## config.mk

```make
export PLATFORM = sky130hd
export DESIGN_NAME = capreload_timer
export DESIGN_NICKNAME = d
export VERILOG_FILES = /design/src/rtl/tcr_pkg.sv /design/src/rtl/mc_tick_gen.sv /design/src/rtl/fall_sampler.sv /design/src/rtl/tcr_core.sv /design/src/rtl/capreload_timer.sv
export SDC_FILE = /design/constraint.sdc
export NUM_CORES = 1
export LEC_CHECK = 0
export CORE_MARGIN = 2
export CORE_UTILIZATION = 25
export CTS_CLUSTER_DIAMETER = 40
export DETAILED_ROUTE_END_ITERATION = 8
export PLACE_DENSITY = 0.47
export SLEW_MARGIN = 20
export SYNTH_ARGS = -nofsm -noshare
export SYNTH_HDL_FRONTEND = slang
export SYNTH_SLANG_ARGS = --single-unit
```

## constraint.sdc

```tcl
create_clock -name clk -period 5.2 [get_ports clk]
set_clock_uncertainty 0.15 [all_clocks]
set_input_delay 1.04 -clock clk [delete_from_list [all_inputs] [get_ports clk]]
set_output_delay 1.04 -clock clk [all_outputs]
set_load 0.01 [all_outputs]
```

## src/rtl/tcr_pkg.sv

```systemverilog
package tcr_pkg;
  typedef enum logic {
    SRC_MCYCLE = 1'b0,
    SRC_PIN    = 1'b1
  } tcr_src_e;

  typedef enum logic {
    TRG_CAPTURE = 1'b0,
    TRG_RELOAD  = 1'b1
  } tcr_trg_e;
endpackage

```

## src/rtl/mc_tick_gen.sv

```systemverilog
// Machine-cycle strobe: one clock wide, once every CLK_PER_MC clocks.
module mc_tick_gen #(
  parameter int CLK_PER_MC = 2
) (
  input  logic clk,
  input  logic rst_n,
  output logic tick
);
  generate
    if (CLK_PER_MC <= 1) begin : g_every
      assign tick = 1'b1;
    end else begin : g_div
      localparam int PW = $clog2(CLK_PER_MC);
      localparam logic [PW-1:0] LAST = PW'(CLK_PER_MC - 1);
      logic [PW-1:0] ph_q, ph_d;

      always_comb begin
        if (ph_q == LAST) ph_d = '0;
        else              ph_d = ph_q + 1'b1;
      end

      always_ff @(posedge clk or negedge rst_n) begin
        if (!rst_n) ph_q <= '0;
        else        ph_q <= ph_d;
      end

      assign tick = (ph_q == LAST);


      tick_spacing_chk: assert property (@(posedge clk) disable iff (!rst_n)
        tick |=> !tick);
    end
  endgenerate
endmodule

```

## src/rtl/fall_sampler.sv

```systemverilog
// Samples a pin once per machine cycle. Reports a fall when the previous sample
// was high and the current one is low. History is kept whether or not counting runs.
module fall_sampler (
  input  logic clk,
  input  logic rst_n,
  input  logic tick,
  input  logic pin,
  output logic fall
);
  logic last_q, last_d;

  always_comb begin
    last_d = last_q;
    if (tick) last_d = pin;
  end

  always_ff @(posedge clk or negedge rst_n) begin
    if (!rst_n) last_q <= 1'b1;
    else        last_q <= last_d;
  end

  assign fall = tick & last_q & ~pin;


  hold_between_ticks_chk: assert property (@(posedge clk) disable iff (!rst_n)
    fall |=> !fall);
endmodule

```

## src/rtl/tcr_core.sv

```systemverilog
// Count register, holding register, sticky flags and toggle output.
module tcr_core
  import tcr_pkg::*;
#(
  parameter int W = 16
) (
  input  logic         clk,
  input  logic         rst_n,
  input  logic         tick,
  input  logic         run_en,
  input  tcr_src_e     src,
  input  tcr_trg_e     trg_mode,
  input  logic         toggle_en,
  input  logic         cnt_fall,
  input  logic         trg_fall,
  input  logic         ovf_clr,
  input  logic         ext_clr,
  input  logic         load_cnt,
  input  logic         load_cap,
  input  logic [W-1:0] load_data,
  output logic [W-1:0] cnt_q,
  output logic [W-1:0] cap_q,
  output logic         ovf_q,
  output logic         ext_q,
  output logic         tog_q
);
  localparam logic [W-1:0] ALL_ONES = {W{1'b1}};

  logic [W-1:0] cnt_d, cap_d;
  logic         ovf_d, ext_d, tog_d;
  logic         inc_evt, at_max, ovf_evt, trg_cap, trg_rld;

  always_comb begin
    inc_evt = run_en & ((src == SRC_PIN) ? cnt_fall : tick);
    at_max  = (cnt_q == ALL_ONES);
    trg_cap = trg_fall & (trg_mode == TRG_CAPTURE);
    trg_rld = trg_fall & (trg_mode == TRG_RELOAD);
    ovf_evt = inc_evt & at_max & ~load_cnt & ~trg_rld;
  end

  always_comb begin
    cnt_d = cnt_q;
    if (load_cnt)     cnt_d = load_data;
    else if (trg_rld) cnt_d = cap_q;
    else if (ovf_evt) cnt_d = (trg_mode == TRG_RELOAD) ? cap_q : '0;
    else if (inc_evt) cnt_d = cnt_q + 1'b1;
  end

  always_comb begin
    cap_d = cap_q;
    if (load_cap)     cap_d = load_data;
    else if (trg_cap) cap_d = cnt_q;
  end

  always_comb begin
    ovf_d = ovf_evt  | (ovf_q & ~ovf_clr);
    ext_d = trg_fall | (ext_q & ~ext_clr);
    tog_d = tog_q ^ (ovf_evt & toggle_en);
  end

  always_ff @(posedge clk or negedge rst_n) begin
    if (!rst_n) begin
      cnt_q <= '0;
      cap_q <= '0;
      ovf_q <= 1'b0;
      ext_q <= 1'b0;
      tog_q <= 1'b0;
    end else begin
      cnt_q <= cnt_d;
      cap_q <= cap_d;
      ovf_q <= ovf_d;
      ext_q <= ext_d;
      tog_q <= tog_d;
    end
  end


  stopped_hold_chk: assert property (@(posedge clk) disable iff (!rst_n)
    (!run_en && !load_cnt && !trg_fall) |=> $stable(cnt_q));


  single_step_chk: assert property (@(posedge clk) disable iff (!rst_n)
    (run_en && src == SRC_MCYCLE && tick && !load_cnt && !trg_fall && cnt_q != ALL_ONES)
      |=> cnt_q == $past(cnt_q) + 1'b1);


  capture_copy_chk: assert property (@(posedge clk) disable iff (!rst_n)
    (trg_fall && trg_mode == TRG_CAPTURE && !load_cap) |=> cap_q == $past(cnt_q));


  ovf_sticky_chk: assert property (@(posedge clk) disable iff (!rst_n)
    (ovf_q && !ovf_clr) |=> ovf_q);


  ext_sticky_chk: assert property (@(posedge clk) disable iff (!rst_n)
    (ext_q && !ext_clr) |=> ext_q);


  toggle_quiet_chk: assert property (@(posedge clk) disable iff (!rst_n)
    !toggle_en |=> $stable(tog_q));
endmodule

```

## src/rtl/capreload_timer.sv

```systemverilog
module capreload_timer
  import tcr_pkg::*;
#(
  parameter int W          = 16,
  parameter int CLK_PER_MC = 2
) (
  input  logic         clk,
  input  logic         rst_n,
  input  logic         run_en,
  input  logic         src_sel,
  input  logic         trig_mode,
  input  logic         toggle_en,
  input  logic         cnt_pin,
  input  logic         trig_pin,
  input  logic         ovf_clr,
  input  logic         ext_clr,
  input  logic         load_cnt,
  input  logic         load_cap,
  input  logic [W-1:0] load_data,
  output logic [W-1:0] count,
  output logic [W-1:0] cap_val,
  output logic         ovf_flag,
  output logic         ext_flag,
  output logic         tog_out
);
  localparam int NPIN = 2;

  logic            tick;
  logic [NPIN-1:0] pins, falls;

  assign pins = {trig_pin, cnt_pin};

  mc_tick_gen #(.CLK_PER_MC(CLK_PER_MC)) u_tick (
    .clk  (clk),
    .rst_n(rst_n),
    .tick (tick)
  );

  generate
    for (genvar i = 0; i < NPIN; i++) begin : g_pin
      fall_sampler u_smp (
        .clk  (clk),
        .rst_n(rst_n),
        .tick (tick),
        .pin  (pins[i]),
        .fall (falls[i])
      );
    end
  endgenerate

  tcr_core #(.W(W)) u_core (
    .clk      (clk),
    .rst_n    (rst_n),
    .tick     (tick),
    .run_en   (run_en),
    .src      (tcr_src_e'(src_sel)),
    .trg_mode (tcr_trg_e'(trig_mode)),
    .toggle_en(toggle_en),
    .cnt_fall (falls[0]),
    .trg_fall (falls[1]),
    .ovf_clr  (ovf_clr),
    .ext_clr  (ext_clr),
    .load_cnt (load_cnt),
    .load_cap (load_cap),
    .load_data(load_data),
    .cnt_q    (count),
    .cap_q    (cap_val),
    .ovf_q    (ovf_flag),
    .ext_q    (ext_flag),
    .tog_q    (tog_out)
  );
endmodule

```

### After elaboration in Yosys (flattened, before gate mapping)

Index checks and enable logic that the tools add are counted.

* register bits: 38
* word-level logic and storage cells: 45

* bitwise gates (word level): 23
* add/sub/neg operators: 2
* reductions and logical operators: 2
* eq/ne operators: 1
* multiplexer cells: 9

Operator list (number)
* 2-to-1 mux 16 bit: 7
* adder 16 x 1 -> 16 bit, second input constant: 1
* equality test 16 bit, second input constant: 1
* bitwise AND 1 bit: 13
* inverter 1 bit: 7
* nonzero test 4 bit: 1
* 2-to-1 mux 1 bit: 2
* OR 1 bit: 2
* nonzero test 2 bit: 1
* adder 1 bit, second input constant: 1
* XOR 1 bit: 1

### Depth between registers and ports, before layout

* depth in word-level cells: 10
* mapped depth: 7
* mapped depth without buffers: 6

### Cells and area by module

From an unflattened synthesis, not the netlist that was laid out.

* cells, all modules: 240
* area total of the unflattened synthesis: 2210.9 µm²

By module, submodules not included
* tcr_core: cells an instance 232, area an instance 2079.5 µm², sequential area each 875.8 µm², instances 1
* fall_sampler: cells an instance 3, area an instance 51.3 µm², sequential area each 26.3 µm², instances 2
* mc_tick_gen: cells an instance 2, area an instance 28.8 µm², sequential area each 25.0 µm², instances 1

### Worst setup path after synthesis

Ideal clock, no wire load.

* kind: input to register
* start point: in cnt_pin
* end point: reg u_core.cnt_q[11]
* cell stages on the path: 5
* buffers on the path: 0
* setup slack: 2744 ps
* required time: 4927 ps
* arrival: 2183 ps
* path through: nand2b_1 -> a211oi_2 -> a31oi_4 -> a221o_1 -> o221a_2

* word-level cells in the longest chain between the ends: 10

Ends and longest elaborated chain
* from (decl): line capreload_timer.sv:13 `input logic cnt_pin,`
* inverter 1 bit (*): line fall_sampler.sv:22 `assign fall = tick & last_q & ~pin;`
* bitwise AND 1 bit (*): line fall_sampler.sv:22
* 2-to-1 mux 1 bit (*): line tcr_core.sv:34 `inc_evt = run_en & ((src == SRC_PIN) ? cnt_fall : tick);`
* bitwise AND 1 bit (*): line tcr_core.sv:34
* bitwise AND 1 bit (3 in a row): line tcr_core.sv:38 `ovf_evt = inc_evt & at_max & ~load_cnt & ~trg_rld;`
* 2-to-1 mux 16 bit: line tcr_core.sv:45 `else if (ovf_evt) cnt_d = (trg_mode == TRG_RELOAD) ? cap_q : '0;`
* 2-to-1 mux 16 bit: line tcr_core.sv:44 `else if (trg_rld) cnt_d = cap_q;`
* 2-to-1 mux 16 bit: line tcr_core.sv:43 `if (load_cnt) cnt_d = load_data;`
* to (signal assigned): line tcr_core.sv:69 `cnt_q <= cnt_d;`
* to (decl): line tcr_core.sv:21 `output logic [W-1:0] cnt_q,`

Every way passes the cells marked *; elsewhere a longest branch is shown, timed or not.
A chain may end at the register's enable or synchronous reset.

### Worst setup path after layout

* start point: in load_cnt
* end point: reg u_core.cnt_q[11]

* word-level cells in the longest chain between the ends: 6

Ends and longest elaborated chain
* from (decl): line capreload_timer.sv:17 `input logic load_cnt,`
* inverter 1 bit: line tcr_core.sv:38
* bitwise AND 1 bit (2 in a row): line tcr_core.sv:38
* 2-to-1 mux 16 bit: line tcr_core.sv:45
* 2-to-1 mux 16 bit: line tcr_core.sv:44
* 2-to-1 mux 16 bit: line tcr_core.sv:43

Parallel ways exist; a longest one is shown, timed or not.

==> run metrics <==
Finished Core Util 34.4%; post-placement cell count 405; CTS tree yes; syn_area_per_cell 9.48 um2; Worst setup startpoint load_cnt; number of fill cells in the layout 973; Syn Inst Count 243; Synth Area in Simple Gates 19.9%; setup bufs post-CTS 0; GRT Overall Usage 15.0%; DRC 0; sequential share of the synthesized area 41.4%; Reg-to-Reg Start u_core.cnt_q[0]; Bufs on Longest Clock Path 2; reg2reg path depth 6; Compound-Gate Fraction of Synth Area 21.2%; Synth area leaders dfrtp_1 39%, mux2i_1 6.9%, o21ai_0 4.8%; CP Max Fanout 16; mux share of post-synthesis cell area 8.41%; Yosys Warn Count 0; Yosys cell types 53; largest net degree at the start of global routing 39; Final #Nets 330; Detailed Place HPWL 4990 um; largest family of logic cells by synthesized area compound AO/OA/AOI/OAI gates; worst-margin pin slew 0.906 ns; DR WL/cell 17.3 um; post-synth top area share 39.1%; # rows 35; fraction of layout cells with a size suffix above 1 11.9%; startpoint types primary input; maximum VDD drop 0.0000867 V; gr ovfl total 0; leakage 1.24 nW; antenna viol nets, final 0; Synth Area in XOR/XNOR 4.51%; leading area contributor after synthesis dfrtp_1; Hold WS 0.354 ns; post-route non-filler standard cell count 413; final WL 7160 um; Root Buffer clkbuf_8; Crit. End Element register; Setup TNS Final 0 ns; area grow syn2layout 35.9%; worst hold path cell count 1; Buffers on Ports 62; Final Setup Violations 0; number of buffers created by CTS 5; Synth Register Bits 38; Final Hold Violating Endpoints 0; run status completed; adder-cell share of the synthesized area 0.543%; vias per std cell 5.15; crit path cell chain clkdlybuf4s50_1 -> buf_4 -> inv_1 -> nand2_1 -> nor2_1 -> a211oi_1 -> o221a_2; n_diodes 0; prevailing post-synth register cell dfrtp_1; max_slew headroom 39.6%; critical hold path startpoint u_core.tog_q; final period utilization 58.8%; CP Class in2reg; worst hold path type reg2reg; Data arrival, critical path 3.09 ns; via count 2128; fmax 0.327 GHz; Final Wtd Congestion 0.856; global-route wire length before repair 11800 um; CTS clk-pin slew, worst paths 0.08 ns; power per cell area 265 mW/mm2; max-cap viol count 0; mapped cell area 0.00230 mm2; Worst-Skew Late Latency 0.29 ns; Clock Sinks 38; RSZ-0062 raised after global routing false; vias in the first global route 2149; crit-path max cell delay 0.46 ns; R2R Path End u_core.cnt_q[4]; initial antenna violation count 0; # IOs 63; H-Tree Depth 2; First-pass DRT Iterations 4; CTS resizes 0; slowest stage cell, crit path inv_1; number of synthesized flops with an enable pin 0; Starting Density 25.3%; Initial DRC Count 76; Post-CTS Hold Fix Bufs 0; async set-reset flop share out of synthesis 100%; Final min period 3.06 ns; die area 0.0100 mm2; Min-Delay Endpoint u_core.tog_q; overall die height 100 um; CP Data Required Time 5.24 ns; net count after synthesis 272; Final Max Tran Viols 0; Core Footprint 0.00911 mm2; Reg2Reg Setup Slack 2.89 ns; Die X 100 um
## state kept, by name (all words and copies together), names as in the netlist
| register | flops |
|---|---|
| u_core.ovf_q | 1 |
| g_pin.u_smp.last_q | 2 |
| u_core.tog_q | 1 |
| u_tick.tick | 1 |
| u_core.cap_q | 16 |
| u_core.cnt_q | 16 |
| u_core.ext_q | 1 |
## layout make-up
type | instances | area (um2) | share of cell area (%)
multi-input combinational | 183 | 1260 | 40.3
sequential | 38 | 953 | 30.4
timing repair buffer | 65 | 638 | 20.4
tap | 111 | 139 | 4.43
clock buffer | 8 | 110 | 3.52
inverter | 8 | 30.0 | 0.959
## worst max path at each step
stage | cells past startpoint | slack, ns | endpoint
3_5_place_dp | 6 | 1.73 | u_core.cnt_q[11]
4_1_cts | 5 | 2.05 | u_core.cnt_q[4]
5_1_grt | 7 | 2.00 | u_core.cnt_q[11]
6_report | 7 | 2.14 | u_core.cnt_q[11]
2_1_floorplan | 5 | 2.74 | u_core.cnt_q[11]
3_3_place_gp | 6 | 1.77 | u_core.cnt_q[11]
## cell usage after synthesis, drive strengths merged, types with 7 or more instances
cell type,number
dfrtp,36
nand2,26
o21ai,24
nor2,17
mux2i,16
nand3,12
a221oi,11
clkbuf,9
inv,8
a21oi,7
nor3,7
o22ai,7
## power breakdown
| part | switching [mW] | internal (mW) | leakage [nW] | total [mW] |
|---|---|---|---|---|
| Combinational | 0.0991 | 0.111 | 0.734 | 0.210 |
| Clock | 0.112 | 0.134 | 0.0575 | 0.247 |
| Sequential | 0.0475 | 0.326 | 0.449 | 0.374 |
## cell usage in the layout, fill, tap and decap left out, types with 3 or more instances in the layout
| cell type | instances |
|---|---|
| clkdlybuf4s50_1 | 61 |
| dfrtp_1 | 36 |
| nand2_1 | 26 |
| o21ai_0 | 22 |
| nor2_1 | 16 |
| mux2i_1 | 16 |
| a221oi_1 | 10 |
| nand3_1 | 9 |
| inv_1 | 8 |
| clkbuf_8 | 8 |
| o22ai_1 | 7 |
| xor2_1 | 6 |
| a21oi_1 | 6 |
| nor3_1 | 6 |
| nand4_1 | 4 |
| a211oi_1 | 4 |
| xnor2_1 | 4 |
| nand3_2 | 3 |
| nor4_1 | 3 |
| mux2_2 | 3 |
| buf_4 | 3 |
## worst max-delay path, delay by kind of cell
| kind | cells | cell delay, ns |
|---|---|---|
| compound gates | 2 | 0.36 |
| simple gates | 2 | 0.62 |
| buf+inv | 3 | 1.07 |
## cell families after synthesis
| family | after synthesis |
|---|---|
| AOI/OAI and AO/OA | 68 |
| xor gates and xnor gates | 11 |
| adders and majority gates | 1 |
| buffers and inverters | 22 |
| DFF | 38 |
| muxes | 19 |
| and+or+nand+nor | 84 |
## layer usage
layer  share of wire, %  wire [um]  track usage, %  vias up
met2                 45       3210            23.0       61
met1                 50       3570            22.0     1028
li1                   -          -               -     1028
met4                1.8        131            4.95        0
met5                  0          0               0        -
met3                3.4        242            2.02       11
## stage by stage
stage	setup WS, ns	power (mW)	area, um2
after floorplan	2.74	0.468	2300
after global placement	1.77	0.588	3020
after detailed placement	1.73	0.591	3020
after CTS	2.05	0.843	3130
after global routing	2.00	0.877	3130
final	2.14	0.831	3130
Note: power is estimated with default switching activity, not from simulation.
